File: config.mk
export PLATFORM = sky130hd
export DESIGN_NAME = irq_aggregator
export DESIGN_NICKNAME = d
export VERILOG_FILES = /design/src/rtl/irqagg_pkg.sv /design/src/rtl/irqagg_sync.sv /design/src/rtl/irqagg_pending.sv /design/src/rtl/irqagg_regs.sv /design/src/rtl/irqagg_outstage.sv /design/src/rtl/irq_aggregator.sv
export SDC_FILE = /design/constraint.sdc
export NUM_CORES = 1
export LEC_CHECK = 0
export ABC_AREA = 0
export BUFFER_PORTS_ARGS = -buffer_cell sky130_fd_sc_hd__buf_2
export CAP_MARGIN = 30
export CORE_ASPECT_RATIO = 1.4
export CORE_MARGIN = 2
export CORE_UTILIZATION = 53
export CTS_BUF_LIST = sky130_fd_sc_hd__clkbuf_4 sky130_fd_sc_hd__clkbuf_8 sky130_fd_sc_hd__clkbuf_16
export DETAILED_ROUTE_END_ITERATION = 7
export PLACE_DENSITY = 0.76
export SLEW_MARGIN = 10
export SYNTH_ARGS = -nofsm -noshare
export SYNTH_HDL_FRONTEND = slang
export SYNTH_SLANG_ARGS = --single-unit
export TNS_END_PERCENT = 10
File: constraint.sdc
create_clock -name clk -period 1.2 [get_ports clk]
set_input_delay 0 -clock clk [delete_from_list [all_inputs] [get_ports clk]]
set_output_delay 0 -clock clk [all_outputs]
set_load 0.02 [all_outputs]
File: src/rtl/irqagg_pkg.sv
package irqagg_pkg;

   // Byte offsets of the register file; software drivers depend on these.
   localparam logic [31:0] OFS_ENABLE  = 32'h00;
   localparam logic [31:0] OFS_PEND    = 32'h04;
   localparam logic [31:0] OFS_SMODE   = 32'h08;
   localparam logic [31:0] OFS_SPOL    = 32'h0C;
   localparam logic [31:0] OFS_OMODE   = 32'h10;
   localparam logic [31:0] OFS_OPOL    = 32'h14;
   localparam logic [31:0] OFS_FORCE   = 32'h18;

   typedef enum logic [2:0] {
      SEL_ENABLE,
      SEL_PEND,
      SEL_SMODE,
      SEL_SPOL,
      SEL_OMODE,
      SEL_OPOL,
      SEL_FORCE,
      SEL_NONE
   } reg_sel_e;

endpackage

File: src/rtl/irqagg_sync.sv
module irqagg_sync #(
   parameter int W      = 32,
   parameter int STAGES = 2
) (
   input  logic         clk,
   input  logic         rst_n,
   input  logic [W-1:0] async_i,
   output logic [W-1:0] sync_o
);

   if (STAGES < 2) begin : g_bad_stages
      $error("irqagg_sync: STAGES must be at least 2");
   end
   if (W < 1) begin : g_bad_width
      $error("irqagg_sync: W must be positive");
   end

   logic [W-1:0] chain_q [STAGES];

   always_ff @(posedge clk or negedge rst_n) begin
      if (!rst_n) begin
         chain_q[0] <= '0;
      end else begin
         chain_q[0] <= async_i;
      end
   end

   for (genvar s = 1; s < STAGES; s++) begin : g_stage
      always_ff @(posedge clk or negedge rst_n) begin
         if (!rst_n) begin
            chain_q[s] <= '0;
         end else begin
            chain_q[s] <= chain_q[s-1];
         end
      end
   end

   assign sync_o = chain_q[STAGES-1];

endmodule

File: src/rtl/irqagg_pending.sv
module irqagg_pending #(
   parameter int W = 32
) (
   input  logic         clk,
   input  logic         rst_n,
   input  logic [W-1:0] smp_i,
   input  logic [W-1:0] mode_i,
   input  logic [W-1:0] pol_i,
   input  logic [W-1:0] force_i,
   input  logic [W-1:0] clr_i,
   output logic [W-1:0] pend_o
);

   logic [W-1:0] hist_q;
   logic [W-1:0] pend_q;
   logic [W-1:0] lvl;
   logic [W-1:0] evt;
   logic [W-1:0] pend_d;

   for (genvar i = 0; i < W; i++) begin : g_bit
      logic rise, fall;
      assign rise = smp_i[i] & ~hist_q[i];
      assign fall = ~smp_i[i] & hist_q[i];
      assign evt[i] = pol_i[i] ? rise : fall;
      assign lvl[i] = pol_i[i] ? smp_i[i] : ~smp_i[i];
      // Edge bits are sticky with set winning over clear; level bits track.
      assign pend_d[i] = force_i[i] |
                         (mode_i[i] ? ((pend_q[i] & ~clr_i[i]) | evt[i]) : lvl[i]);
   end

   always_ff @(posedge clk or negedge rst_n) begin
      if (!rst_n) begin
         hist_q <= '0;
         pend_q <= '0;
      end else begin
         hist_q <= smp_i;
         pend_q <= pend_d;
      end
   end

   assign pend_o = pend_q;

   // a set edge bit only drops when software clears it
   p_edge_hold_r2: assert property (@(posedge clk) disable iff (!rst_n)
      1'b1 |=> (($past(pend_q & mode_i & ~clr_i) & ~pend_q) == '0));

   // an active level always leaves its pending bit set
   p_level_set_r5: assert property (@(posedge clk) disable iff (!rst_n)
      1'b1 |=> (($past(lvl & ~mode_i) & ~pend_q) == '0));

   // an inactive, unforced level always leaves its pending bit clear
   p_level_clear_r5: assert property (@(posedge clk) disable iff (!rst_n)
      1'b1 |=> (($past(~lvl & ~mode_i & ~force_i) & pend_q) == '0));

   // a forced bit is pending on the following cycle
   p_force_sets_r6: assert property (@(posedge clk) disable iff (!rst_n)
      1'b1 |=> (($past(force_i) & ~pend_q) == '0));

endmodule

File: src/rtl/irqagg_regs.sv
module irqagg_regs
   import irqagg_pkg::*;
#(
   parameter int W      = 32,
   parameter int ADDR_W = 5,
   parameter int DATA_W = 32
) (
   input  logic              clk,
   input  logic              rst_n,
   input  logic [ADDR_W-1:0] bus_addr,
   input  logic              bus_we,
   input  logic [DATA_W-1:0] bus_wdata,
   output logic [DATA_W-1:0] bus_rdata,
   input  logic [W-1:0]      pend_i,
   output logic [W-1:0]      enable_o,
   output logic [W-1:0]      smode_o,
   output logic [W-1:0]      spol_o,
   output logic [W-1:0]      force_o,
   output logic [W-1:0]      clr_o,
   output logic              omode_o,
   output logic              opol_o
);

   if (W < 1 || W > DATA_W) begin : g_bad_w
      $error("irqagg_regs: W must be in 1..DATA_W");
   end
   if (ADDR_W < 5 || ADDR_W > 32) begin : g_bad_addr
      $error("irqagg_regs: ADDR_W must be in 5..32");
   end

   logic [31:0] addr_ext;
   reg_sel_e    sel;
   logic [W-1:0] enable_q, smode_q, spol_q, force_q;
   logic         omode_q, opol_q;

   assign addr_ext = 32'(bus_addr);

   always_comb begin
      case (addr_ext)
         OFS_ENABLE: sel = SEL_ENABLE;
         OFS_PEND:   sel = SEL_PEND;
         OFS_SMODE:  sel = SEL_SMODE;
         OFS_SPOL:   sel = SEL_SPOL;
         OFS_OMODE:  sel = SEL_OMODE;
         OFS_OPOL:   sel = SEL_OPOL;
         OFS_FORCE:  sel = SEL_FORCE;
         default:    sel = SEL_NONE;
      endcase
   end

   always_ff @(posedge clk or negedge rst_n) begin
      if (!rst_n) begin
         enable_q <= '0;
         smode_q  <= '0;
         spol_q   <= '0;
         force_q  <= '0;
         omode_q  <= 1'b0;
         opol_q   <= 1'b0;
      end else if (bus_we) begin
         case (sel)
            SEL_ENABLE: enable_q <= bus_wdata[W-1:0];
            SEL_SMODE:  smode_q  <= bus_wdata[W-1:0];
            SEL_SPOL:   spol_q   <= bus_wdata[W-1:0];
            SEL_FORCE:  force_q  <= bus_wdata[W-1:0];
            SEL_OMODE:  omode_q  <= bus_wdata[0];
            SEL_OPOL:   opol_q   <= bus_wdata[0];
            default:    ;
         endcase
      end
   end

   assign clr_o = (bus_we && sel == SEL_PEND) ? bus_wdata[W-1:0] : '0;

   always_comb begin
      case (sel)
         SEL_ENABLE: bus_rdata = DATA_W'(enable_q);
         SEL_PEND:   bus_rdata = DATA_W'(pend_i);
         SEL_SMODE:  bus_rdata = DATA_W'(smode_q);
         SEL_SPOL:   bus_rdata = DATA_W'(spol_q);
         SEL_OMODE:  bus_rdata = DATA_W'(omode_q);
         SEL_OPOL:   bus_rdata = DATA_W'(opol_q);
         SEL_FORCE:  bus_rdata = DATA_W'(force_q);
         default:    bus_rdata = '0;
      endcase
   end

   assign enable_o = enable_q;
   assign smode_o  = smode_q;
   assign spol_o   = spol_q;
   assign force_o  = force_q;
   assign omode_o  = omode_q;
   assign opol_o   = opol_q;

   // offsets outside the map return zero
   p_unmapped_zero_r10: assert property (@(posedge clk) disable iff (!rst_n)
      (sel == SEL_NONE) |-> (bus_rdata == '0));

endmodule

File: src/rtl/irqagg_outstage.sv
module irqagg_outstage #(
   parameter int W = 32
) (
   input  logic         clk,
   input  logic         rst_n,
   input  logic [W-1:0] pend_i,
   input  logic [W-1:0] enable_i,
   input  logic         omode_i,
   input  logic         opol_i,
   output logic         irq_o
);

   logic req, req_q, act, act_q, out_q;

   assign req = |(pend_i & enable_i);
   assign act = omode_i ? (req & ~req_q) : req;

   always_ff @(posedge clk or negedge rst_n) begin
      if (!rst_n) begin
         req_q <= 1'b0;
         act_q <= 1'b0;
         out_q <= 1'b1;   // inactive for the reset polarity (active low)
      end else begin
         req_q <= req;
         act_q <= act;
         out_q <= opol_i ? act : ~act;
      end
   end

   assign irq_o = out_q;

   // in pulse mode an active cycle is never followed by another
   p_single_pulse_r9: assert property (@(posedge clk) disable iff (!rst_n)
      (act_q && omode_i) |=> !act_q);

   // the line equals the polarity-adjusted activity of the cycle before
   p_out_polarity_r8: assert property (@(posedge clk) disable iff (!rst_n)
      1'b1 |=> (irq_o == ($past(opol_i) ? act_q : ~act_q)));

endmodule

File: src/rtl/irq_aggregator.sv
module irq_aggregator #(
   parameter int NUM_SRC     = 32,
   parameter int ADDR_W      = 5,
   parameter int DATA_W      = 32,
   parameter int SYNC_STAGES = 2
) (
   input  logic               clk,
   input  logic               rst_n,
   input  logic [NUM_SRC-1:0] src_i,
   input  logic [ADDR_W-1:0]  bus_addr,
   input  logic               bus_we,
   input  logic [DATA_W-1:0]  bus_wdata,
   output logic [DATA_W-1:0]  bus_rdata,
   output logic               irq_o
);

   if (NUM_SRC < 1 || NUM_SRC > DATA_W) begin : g_bad_nsrc
      $error("irq_aggregator: NUM_SRC must be in 1..DATA_W");
   end

   logic [NUM_SRC-1:0] smp, pend, enable, smode, spol, frc, clr;
   logic               omode, opol;

   irqagg_sync #(.W(NUM_SRC), .STAGES(SYNC_STAGES)) u_sync (
      .clk     (clk),
      .rst_n   (rst_n),
      .async_i (src_i),
      .sync_o  (smp)
   );

   irqagg_pending #(.W(NUM_SRC)) u_pend (
      .clk     (clk),
      .rst_n   (rst_n),
      .smp_i   (smp),
      .mode_i  (smode),
      .pol_i   (spol),
      .force_i (frc),
      .clr_i   (clr),
      .pend_o  (pend)
   );

   irqagg_regs #(.W(NUM_SRC), .ADDR_W(ADDR_W), .DATA_W(DATA_W)) u_regs (
      .clk       (clk),
      .rst_n     (rst_n),
      .bus_addr  (bus_addr),
      .bus_we    (bus_we),
      .bus_wdata (bus_wdata),
      .bus_rdata (bus_rdata),
      .pend_i    (pend),
      .enable_o  (enable),
      .smode_o   (smode),
      .spol_o    (spol),
      .force_o   (frc),
      .clr_o     (clr),
      .omode_o   (omode),
      .opol_o    (opol)
   );

   irqagg_outstage #(.W(NUM_SRC)) u_out (
      .clk      (clk),
      .rst_n    (rst_n),
      .pend_i   (pend),
      .enable_i (enable),
      .omode_i  (omode),
      .opol_i   (opol),
      .irq_o    (irq_o)
   );

   // with nothing enabled and pending the line goes inactive next cycle
   p_masked_idle_r7: assert property (@(posedge clk) disable iff (!rst_n)
      ((pend & enable) == '0) |=> (irq_o == ~$past(opol)));

endmodule

# After elaboration in Yosys (flattened, before gate mapping)

Index checks and enable logic that the tools add are counted.

Bitwise logic cells: 260
Multiplexer cells: 101
Reductions and logical operators: 10
Equality and inequality tests: 12

Operators by type and width:

| cell                 | number |
|---|---|
| $pmux W32 S7         | 1 |
| $mux W1              | 98 |
| $not A1 Y1           | 98 |
| $and A1 B1 Y1        | 97 |
| $or A1 B1 Y1         | 64 |
| $and A32 B32 Y32     | 1 |
| $logic_not A32 Y1    | 1 |
| $mux W32             | 1 |
| $reduce_or A32 Y1    | 1 |
| $pmux W3 S7          | 1 |
| $eq A5 B5 Y1 const B | 3 |
| $reduce_and A2 Y1    | 6 |
| $eq A5 B4 Y1 const B | 2 |
| $eq A3 B3 Y1 const B | 3 |
| $eq A3 B2 Y1 const B | 2 |
| $eq A5 B3 Y1 const B | 1 |
| $eq A3 B1 Y1 const B | 1 |
| $logic_not A3 Y1     | 1 |
| $logic_and A1 B1 Y1  | 1 |

Register bits after elaboration: 260
Output and inout port bits: 33
Word-level logic and storage cells: 395

# Longest topological paths before layout

Gate-level depths: netlist of the first run.

Depth after elaboration: 10
Mapped depth: 7
Gate-level depth less buffers: 5

# By module

A second synthesis of the first run with hierarchy kept.

Cells, all modules: 927
Area, all modules: 11325.9 µm²

Modules (own cells, without submodules):

| module          | seq. area each (µm²) | times used | cells each | area an instance (µm²) |
|---|---|---|---|---|
| irqagg_regs     | 3253.1               | 1          | 488        | 6467.5 |
| irqagg_pending  | 1601.5               | 1          | 318        | 2760.1 |
| irqagg_sync     | 1601.5               | 1          | 96         | 1841.8 |
| irqagg_outstage | 51.3                 | 1          | 25         | 256.5 |

# Worst setup path before layout of the first run

OpenSTA, ideal clock, no wires.

Path type: in2reg
From: input port bus_addr[3]
To: register u_pend.pend_q[0] (netlist: u_pend.pend_o[0])
Buffers on the path: 3
Arrival time: 1.293 ns
Setup time: 0.139 ns
Required time: 1.061 ns
Path slack: -0.232 ns
Cell stages on the path: 7
Path through: buf_6 nor4b_2 nor2b_1 buf_2 buf_6 a21oi_1 or4_1

Word-level cells in the longest chain between the ends: 10
Elaborated cells on any way between the ends: 16
Classes of those cells: 7 x eq/ne; 3 x mux; 4 x bitwise; 2 x reduce/logical

RTL lines:

| what                                      | RTL line             | RTL |
|---|---|---|
| start: declaration                        | irq_aggregator.sv:10 | `input logic [ADDR_W-1:0] bus_addr,` |
| $logic_not A32 Y1 (tied with other cells) | irqagg_regs.sv:39    | `case (addr_ext)` |
| $pmux W3 S7 *                             | irqagg_regs.sv:39    |  |
| $eq A3 B1 Y1 *                            | irqagg_regs.sv:72    | `assign clr_o = (bus_we && sel == SEL_PEND) ? bus_wdata[W-1:0] : '0;` |
| $logic_and A1 B1 Y1 *                     | irqagg_regs.sv:72    |  |
| $mux W32 *                                | irqagg_regs.sv:72    |  |
| $not A1 Y1 *                              | irqagg_pending.sv:28 | `(mode_i[i] ? ((pend_q[i] & ~clr_i[i]) \| evt[i]) : lvl[i]);` |
| $and A1 B1 Y1 *                           | irqagg_pending.sv:28 |  |
| $or A1 B1 Y1 *                            | irqagg_pending.sv:28 |  |
| $mux W1 *                                 | irqagg_pending.sv:28 |  |
| $or A1 B1 Y1 *                            | irqagg_pending.sv:27 | `assign pend_d[i] = force_i[i] \|` |
| named net u_pend.pend_d[0]                | irqagg_pending.sv:18 | `logic [W-1:0] pend_d;` |
| end signal: assignment                    | irqagg_pending.sv:37 | `pend_q <= pend_d;` |
| end: declaration                          | irqagg_pending.sv:15 | `logic [W-1:0] pend_q;` |

Mark *: on every way through the listed nets, which the timed path passes. The rest lies on a longest branch.
A chain may end at the register's enable or synchronous reset.

# Worst setup path after layout of the first run

From: register u_regs.omode_q (netlist: u_regs.omode_o)
To: output port bus_rdata[0]

Word-level cells in the longest chain between the ends: 1

RTL lines:

| what                     | RTL line             | RTL |
|---|---|---|
| start: declaration       | irqagg_regs.sv:34    | `logic omode_q, opol_q;` |
| start signal: assignment | irqagg_regs.sv:65    | `SEL_OMODE: omode_q <= bus_wdata[0];` |
| $pmux W32 S7             | irqagg_regs.sv:75    | `case (sel)` |
| end: declaration         | irq_aggregator.sv:13 | `output logic [DATA_W-1:0] bus_rdata,` |

No other way between the ends.

==> impl_metrics.json, run 1 <==
{
  "core_area_mm2": 0.0191,
  "synthesis.nets": 861,
  "synth_area_leaders": "dfrtp_1, mux2_2, nand2_1",
  "layout_commonest_cell": "dfrtp_1",
  "routed_via_density": 5.89,
  "hold_class": "in2reg",
  "violations": "negative setup slack",
  "crit_type": "reg2out",
  "finalCritPeriodShare_pct": 158,
  "place_congestion": 0.807,
  "total_power_mw": 23.2,
  "fmax_mhz": 527,
  "tritoncts": "done",
  "met3_usage_pct": 3.91,
  "cp-end-kind": "primary output",
  "nets": 1134,
  "avgSynthCellArea_um2": 13.1,
  "fin_crit_ns": 1.90,
  "grt_overflow": 0,
  "dpl_cell_area_mm2": 0.0120,
  "clockBufferDepth": 3,
  "antenna_found_initial": 1,
  "htreeDepth": 1,
  "dr.pass1.iters": 6,
  "syn_inst": 789,
  "use_met1_pct": 33.7,
  "wire_per_inst_um": 19.8,
  "hpwl_um": 16600,
  "drc": 0,
  "cts.clk_slew.worst_paths_ns": 0.07,
  "netlist_area_mm2": 0.0103,
  "ir_drop_mv": 1.26,
  "fin_util_pct": 72.2,
  "finalHoldViolCount": 0,
  "totalWireLength_um": 26400,
  "numCtsBuffers": 25,
  "drv_cap": 0,
  "use_met2_pct": 43.1,
  "p_per_area_mw_per_mm2": 1680,
  "start_util_pct": 53.9,
  "cp-start-kind": "flip-flop",
  "cts-root-buf": "clkbuf_16",
  "hold-path-endpoint": "u_regs.opol_o",
  "cp_top_family": "compound AO/OA/AOI/OAI gates",
  "synth_seq_cells": 260,
  "min_path_cells": 5,
  "skew_ns": 0.00639,
  "final_cell_mix": "dfrtp_1, mux2_2, nand2_1",
  "vias": 7826,
  "r2r_end": "u_out.irq_o",
  "arrival_ns": 1.90,
  "cp_slowest_cell": "dfrtp_1",
  "clk_latency_ns": 0.52,
  "tightest_slew_ns": 0.363,
  "grt_pass1_vias": 7975,
  "worstHoldStart": "bus_addr[1]",
  "crit_required_ns": 1.20,
  "fin_ws_ns": -0.696,
  "yosysWarnings": 0,
  "status": "complete, but fails checks",
  "rows": 60,
  "multi_input_area_mm2": 0.00380,
  "path_cells": "mux2_2 -> a221o_1 -> a32o_2 -> buf_6",
  "top_usage_layer": "met2",
  "yosysSeqAreaShare_pct": 63.1,
  "synth_top_cell_area_share_pct": 62.8,
  "reg2reg_depth": 6,
  "slew_headroom_pct": 75.8,
  "critPathBufInv": 1,
  "final-seq-area_mm2": 0.00651,
  "drt_iter0_drc": 833,
  "synth_largest_area_cell": "dfrtp_1",
  "track_usage_pct": 25.8,
  "setup_viol": 48,
  "synth_cell_types": 32,
  "fp.dieW_um": 122,
  "rsz0062_at_grt": "true",
  "numClockSinks": 260,
  "cellLeakagePower_nw": 6.51,
  "reg2reg_from": "u_pend.pend_o[11]",
  "path_max_fanout": 2,
  "grt_max_degree": 64,
  "final_cell_area_mm2": 0.0138,
  "io_pins": 105,
  "grt_pass1_wl_um": 41600,
  "fillCellCount": 1254,
  "r2r_slack_ns": -0.34,
  "die_h_um": 169,
  "layout-drive-gt1-share_pct": 38.1,
  "drv_slew": 0,
  "ant_nets": 0,
  "die_area_mm2": 0.0206,
  "cpPeakStageDelay_ns": 0.39,
  "area_growth_pct": 34.0,
  "io_buffers": 104
}
[state kept, by name (all words and copies together), names as in the netlist]
register         flops
u_out.irq_o          1
u_regs.force_o      32
u_sync.chain_q      32
u_pend.hist_q       32
u_out.req_q          1
u_pend.pend_o       32
u_sync.sync_o       32
u_regs.omode_o       1
u_regs.opol_o        1
u_regs.enable_o     32
u_regs.smode_o      32
u_regs.spol_o       32
[power by group]
part           internal [mW]  leakage, nW  switching (mW)
clock network           4.74        0.426            3.26
logic                   2.31         2.93            1.54
registers               10.1         3.15            1.24
[through the flow]
step	setup slack (ns)	TNS, ns	hold slack [ns]	instances
after floorplan	-0.142	-13.53	-0.296	789
after global placement	-0.309	-47.76	-0.129	1208
after detailed placement	-0.368	-48.06	-0.132	1208
after CTS	-0.700	-14.05	0.0323	1324
after global routing	-0.721	-17.49	0.0743	1329
final	-0.696	-14.10	0.0441	1329
[final cells by class]
cell class,instances,area share [%]
tap,248,2.25
timing repair buffer,280,17.0
clock inverter,9,0.706
sequential,260,47.1
antenna,1,0.0181
multi-input combinational,495,27.5
clock buffer,36,5.40
[routing by layer]
layer  part of all wire [%]  vias to the layer above
li1                       -                     3487
met1                     40                     3962
met2                     50                      312
met3                    5.9                       65
met4                    3.4                        0
met5                      0                        -
[cells in the mapped netlist]
cell      instances
nand4_1           2
mux2_1           12
nor2b_1          33
a22o_1            2
o211ai_1          1
nor2_1            5
clkbuf_1         15
nor4b_2           2
nor3_2            1
nor3b_2           1
a22oi_1          43
mux2_2          119
nor4_1            1
dfstp_2           1
xnor2_1           1
or4_1            32
a32o_1            1
a221oi_1          2
nand2_1         101
dfrtp_1         259
nand3_1           2
and3_1            2
buf_2            15
a21oi_1          64
a32oi_1           1
buf_6             4
nand3b_1          1
a221o_1           1
nor3_1           32
mux2i_1           1
nand2b_1          1
a222oi_1         31
[how the worst max path moves through the flow]
stage | startpoint | end | slack, ns | depth (start not counted)
floorplan | bus_addr[3] | u_pend.pend_o[0] | -0.14 | 7
global placement | bus_addr[0] | u_pend.pend_o[24] | -0.31 | 6
detailed placement | bus_addr[0] | u_pend.pend_o[29] | -0.37 | 6
CTS | u_regs.omode_o | bus_rdata[0] | -0.70 | 4
global route | u_regs.omode_o | bus_rdata[0] | -0.72 | 4
finish | u_regs.omode_o | bus_rdata[0] | -0.70 | 4
[tightest hold or removal path, delay by kind of cell]
kind                   cells  cell delay [ns]
buffers and inverters      2             0.26
muxes                      1             0.14
and+or+nand+nor            2             0.14
[kinds of logic after synthesis]
logic type             synth area share (%)
buffers and inverters                  1.71
XOR/XNOR                             0.0849
flip-flops                             63.1
AND/OR/NAND/NOR                        10.8
multiplexers                           14.4
AO/OA/AOI/OAI                          9.93
[what timing repair did]
item / CTS / global route
hold buffers: 67 / 0
pin swaps: 27 / 24
buffers inserted: 4 / 4
endpoints found under the hold margin: 454 / 0
endpoints found under the setup margin: 49 / 74
resized for setup: 21 / 34
(Power assumes the default switching activity.)
==> run 2: changes to the inputs <==
--- a/config.mk
+++ b/config.mk
@@ -7,13 +7,13 @@
 export LEC_CHECK = 0
 export ABC_AREA = 0
 export BUFFER_PORTS_ARGS = -buffer_cell sky130_fd_sc_hd__buf_2
-export CAP_MARGIN = 30
+export CAP_MARGIN = 20
 export CORE_ASPECT_RATIO = 1.4
 export CORE_MARGIN = 2
-export CORE_UTILIZATION = 53
+export CORE_UTILIZATION = 63
 export CTS_BUF_LIST = sky130_fd_sc_hd__clkbuf_4 sky130_fd_sc_hd__clkbuf_8 sky130_fd_sc_hd__clkbuf_16
 export DETAILED_ROUTE_END_ITERATION = 7
-export PLACE_DENSITY = 0.76
+export PLACE_DENSITY = 0.84
 export SLEW_MARGIN = 10
 export SYNTH_ARGS = -nofsm -noshare
 export SYNTH_HDL_FRONTEND = slang
==> constraint.sdc (replaced) <==
create_clock -name clk -period 2.43 [get_ports clk]
set_input_delay 0 -clock clk [delete_from_list [all_inputs] [get_ports clk]]
set_output_delay 0 -clock clk [all_outputs]
set_load 0.02 [all_outputs]
==> impl_metrics.json, run 2 (synthesized netlist as in run 1, its figures left out) <==
{
  "htreeDepth": 1,
  "met1Wirelength_um": 9860,
  "dpl_cell_area_mm2": 0.0111,
  "route.met2.wl_um": 12700,
  "cp-end-kind": "flip-flop",
  "antenna_found_initial": 0,
  "drc": 0,
  "tritoncts": "done",
  "num_antenna_cells": 0,
  "nets": 1047,
  "track_usage_pct": 29.4,
  "grt_max_degree": 73,
  "hold_class": "in2async",
  "fin_crit_ns": 2.16,
  "wl_met3_um": 1980,
  "crit_type": "in2reg",
  "clk_latency_ns": 0.51,
  "numClockSinks": 260,
  "highest_layer": "met4",
  "crit_required_ns": 2.83,
  "rsz0062_at_grt": "false",
  "die_h_um": 155,
  "clockBufferDepth": 3,
  "vias": 7488,
  "wire_per_inst_um": 21.1,
  "grt_overflow": 0,
  "fp.dieW_um": 112,
  "die_area_mm2": 0.0174,
  "finalHoldViolCount": 0,
  "totalWireLength_um": 25200,
  "numCtsBuffers": 24,
  "core_area_mm2": 0.0161,
  "layout_commonest_cell": "dfrtp_1",
  "path_max_fanout": 3,
  "cp-start-kind": "primary input",
  "fmax_mhz": 463,
  "arrival_ns": 2.56,
  "reg2reg_from": "u_regs.enable_o[24]",
  "rows": 55,
  "status": "finished, final reports clean",
  "area_growth_pct": 22.3,
  "fin_tns_setup_ns": 0,
  "setup_viol": 0,
  "ir_drop_mv": 0.816,
  "crit_start": "bus_addr[0]",
  "cts_setup_buffers": 0,
  "io_pins": 105,
  "place_congestion": 0.825,
  "ant_nets": 0,
  "routed_via_density": 6.28,
  "layout-drive-gt1-share_pct": 29.8,
  "tightest_slew_ns": 0.579,
  "cts_resized": 0,
  "cellLeakagePower_nw": 5.91,
  "finalCritPeriodShare_pct": 88.8,
  "drt_iter0_drc": 872,
  "cts-root-buf": "clkbuf_16",
  "hpwl_um": 14900,
  "p_per_area_mw_per_mm2": 847,
  "final_cell_area_mm2": 0.0126,
  "dr.pass1.iters": 8,
  "drv_slew": 0,
  "start_util_pct": 64.1,
  "cts.clk_slew.worst_paths_ns": 0.07,
  "skew_ns": 0.0103,
  "grt_pass1_wl_um": 40800,
  "slew_headroom_pct": 61.4,
  "grt_pass1_vias": 7897,
  "drv_cap": 0,
  "final_cell_mix": "dfrtp_1, mux2_2, buf_2",
  "io_buffers": 104
}
-- run 2: final timing paths --
path / endpoint / slack, ns / cells past startpoint
min in group clk: u_regs.omode_o / 0.03 / 5
max in group asynchronous: u_regs.smode_o[15] / 1.64 / 3
max reg2reg: u_out.irq_o / 0.82 / 5
max: u_regs.opol_o / 0.27 / 7
min reg2reg: u_sync.sync_o[15] / 0.35 / 0
min: u_pend.hist_q[27] / 0.03 / 2
-- run 2: timing repair --
| action | in CTS | in global routing |
|---|---|---|
| hold buffers | 69 | 0 |
| endpoints found under the setup margin | 0 | 0 |
| hold endpoints to repair | 453 | 0 |
-- run 2: worst max-delay path: stages --
cell	delay, ns
dlygate4sd3_1	0.54
buf_2	0.15
nor4b_2	0.31
dlygate4sd3_1	0.62
nand3_1	0.09
dlygate4sd3_1	0.58
mux2_2	0.27
-- run 2: power by group --
part / internal (mW) / switching [mW]
Combinational: 0.767 / 0.617
Sequential: 5.00 / 0.647
Clock: 2.08 / 1.57
-- run 2: cell type report --
| type | count | area (µm²) |
|---|---|---|
| sequential | 260 | 6510 |
| fill | 983 | 3490 |
| clock inverter | 9 | 48.8 |
| timing repair buffer | 194 | 1420 |
| tap | 199 | 249 |
| clock buffer | 35 | 726 |
| multi-input combinational | 495 | 3660 |
-- run 2: per-stage QoR --
step	hold slack [ns]	power, mW	worst slack, ns	cells	util (%)
2_1_floorplan	-0.296	6.36	0.998	789	-
3_3_place_gp	-0.00792	6.85	0.715	1079	69.2
3_5_place_dp	-0.00529	6.95	0.650	1079	69.2
4_1_cts	0.00799	10.7	0.353	1192	78.3
5_1_grt	0.0610	11.1	0.176	1192	78.3
6_report	0.0262	10.7	0.272	1192	78.3
-- run 2: layer usage --
metal / up-vias / global-route usage [%]
met1: 3762 / 39.9
met5: - / 0
li1: 3312 / -
met4: 0 / 11.4
met3: 54 / 4.09
met2: 360 / 48.8
==> run 3: changes to the inputs <==
--- a/config.mk
+++ b/config.mk
@@ -6,14 +6,14 @@
 export NUM_CORES = 1
 export LEC_CHECK = 0
 export ABC_AREA = 0
-export BUFFER_PORTS_ARGS = -buffer_cell sky130_fd_sc_hd__buf_2
 export CAP_MARGIN = 20
 export CORE_ASPECT_RATIO = 1.4
 export CORE_MARGIN = 2
-export CORE_UTILIZATION = 63
+export CORE_UTILIZATION = 68
 export CTS_BUF_LIST = sky130_fd_sc_hd__clkbuf_4 sky130_fd_sc_hd__clkbuf_8 sky130_fd_sc_hd__clkbuf_16
 export DETAILED_ROUTE_END_ITERATION = 7
-export PLACE_DENSITY = 0.84
+export DONT_BUFFER_PORTS = 1
+export PLACE_DENSITY = 0.81
 export SLEW_MARGIN = 10
 export SYNTH_ARGS = -nofsm -noshare
 export SYNTH_HDL_FRONTEND = slang
==> impl_metrics.json, run 3 (synthesized netlist as in run 1, its figures left out) <==
{
  "status": "complete, but fails checks",
  "violations": "design-rule violations, negative hold slack",
  "drc": 4,
  "grt_overflow": 0,
  "ir_drop_mv": 0.824,
  "hpwl_um": 14800,
  "fp.dieW_um": 108,
  "finalCritPeriodShare_pct": 78.2,
  "skew_ns": 0.00790,
  "drv_cap": 0,
  "cp_slowest_cell": "dfrtp_1",
  "nets": 946,
  "tritoncts": "done",
  "start_util_pct": 69.1,
  "cpPeakStageDelay_ns": 0.40,
  "place_congestion": 0.843,
  "cts-hold-fix-buffers": 76,
  "cp_top_family": "compound AO/OA/AOI/OAI gates",
  "totalWireLength_um": 24800,
  "track_usage_pct": 31.6,
  "critPathBufInv": 0,
  "tightest_slew_ns": 0.486,
  "io_pins": 105,
  "slew_headroom_pct": 67.6,
  "holdWs_ns": -0.827,
  "grt_max_degree": 261,
  "htreeDepth": 1,
  "fmax_mhz": 526,
  "p_per_area_mw_per_mm2": 869,
  "setup_viol": 0,
  "vias": 7184,
  "dr.pass1.iters": 8,
  "path_max_fanout": 3,
  "clk_latency_ns": 0.52,
  "cts_setup_buffers": 0,
  "antenna_found_initial": 1,
  "wire_per_inst_um": 22.9,
  "grt_pass1_vias": 7491,
  "cts-root-buf": "clkbuf_16",
  "cp-end-kind": "primary output",
  "layout-drive-gt1-share_pct": 20.9,
  "ant_nets": 0,
  "cp-start-kind": "flip-flop",
  "clockBufferDepth": 3,
  "rsz0062_at_grt": "false",
  "drv_slew": 0,
  "grt_pass1_wl_um": 39300,
  "fin_crit_ns": 1.90,
  "drt_iter0_drc": 825,
  "final_cell_mix": "dfrtp_1, mux2_2, nand2_1",
  "numClockSinks": 260,
  "die_h_um": 150,
  "crit_required_ns": 2.43,
  "cts.clk_slew.worst_paths_ns": 0.07,
  "cellLeakagePower_nw": 5.43,
  "area_growth_pct": 16.9,
  "arrival_ns": 1.90,
  "die_area_mm2": 0.0162,
  "hold_class": "in2async",
  "post-place-cells": 965,
  "finalHoldViolCount": 260,
  "crit_type": "reg2out",
  "rows": 53,
  "numCtsBuffers": 23,
  "routed_via_density": 6.63,
  "fin_tns_setup_ns": 0,
  "finalNonFillerCells": 1083,
  "layout_commonest_cell": "dfrtp_1",
  "path_cells": "mux2_2 -> a221o_1 -> a32o_1",
  "io_buffers": 0,
  "core_area_mm2": 0.0149
}
run 3: cell count changes in the layout (fill, tap and decap cells not counted), sizes merged, moves of 2 or more:
| cell | change |
|---|---|
| buf | -107 |
| inv | +2 |
| dlygate4sd3 | +7 |
| clkinv | -3 |
| clkbuf | -4 |
run 3: worst register-to-register path, stage by stage, from the launching register on:
cell	delay, ns
dfrtp_1	0.41
a22o_1	0.24
a221oi_1	0.29
and3_1	0.26
a32oi_1	0.14
xnor2_1	0.26
run 3: metrics by stage:
step	setup slack, ns	cell area [µm²]	util, %	total power, mW
after global routing	0.484	12100	80.8	10.9
after global placement	0.747	10500	70.7	6.60
after detailed placement	0.750	10500	70.7	6.74
after CTS	0.531	12100	80.8	10.5
after floorplan	0.998	10300	-	6.36
final	0.529	12100	80.8	10.5
run 3: path summary, 6_finish.rpt:
check	start	endpoint	depth (start not counted)	slack, ns
max in group asynchronous	rst_n	u_regs.spol_o[29]	0	2.89
setup reg to reg	u_pend.pend_o[24]	u_out.irq_o	5	0.73
setup / recovery	u_regs.force_o[0]	bus_rdata[0]	3	0.53
min in group clk	bus_addr[2]	u_regs.force_o[21]	4	0
hold reg to reg	u_sync.chain_q[50]	u_sync.sync_o[18]	0	0.35
hold / removal	rst_n	u_sync.sync_o[26]	0	-0.83
run 3: layout make-up:
type,count,area (µm²)
flip-flops and latches,260,6510
multi-input cells,495,3660
fillers,832,2860
repair buffers,94,896
clock buffers,31,661
well taps,192,240
clock inverters,10,88.8
diodes,1,2.50
run 3: timing repair:
action / 4_1_cts / 5_1_grt
resized for setup: 0 / 0
endpoints found under the hold margin: 454 / 260
setup endpoints to repair: 0 / 0
run 3: report_power, final:
part	switching, mW	internal [mW]	leakage, nW
clock	1.58	2.03	0.378
combinational	0.518	0.721	1.90
sequential	0.640	5.00	3.15
run 3: metal layers:
layer	global-route usage, %	up-vias	share of wire (%)
li1	-	3101	-
met1	41.4	3671	38
met2	52.6	364	52
met3	5.97	48	8.2
met4	12.1	0	2.3
met5	0	-	0
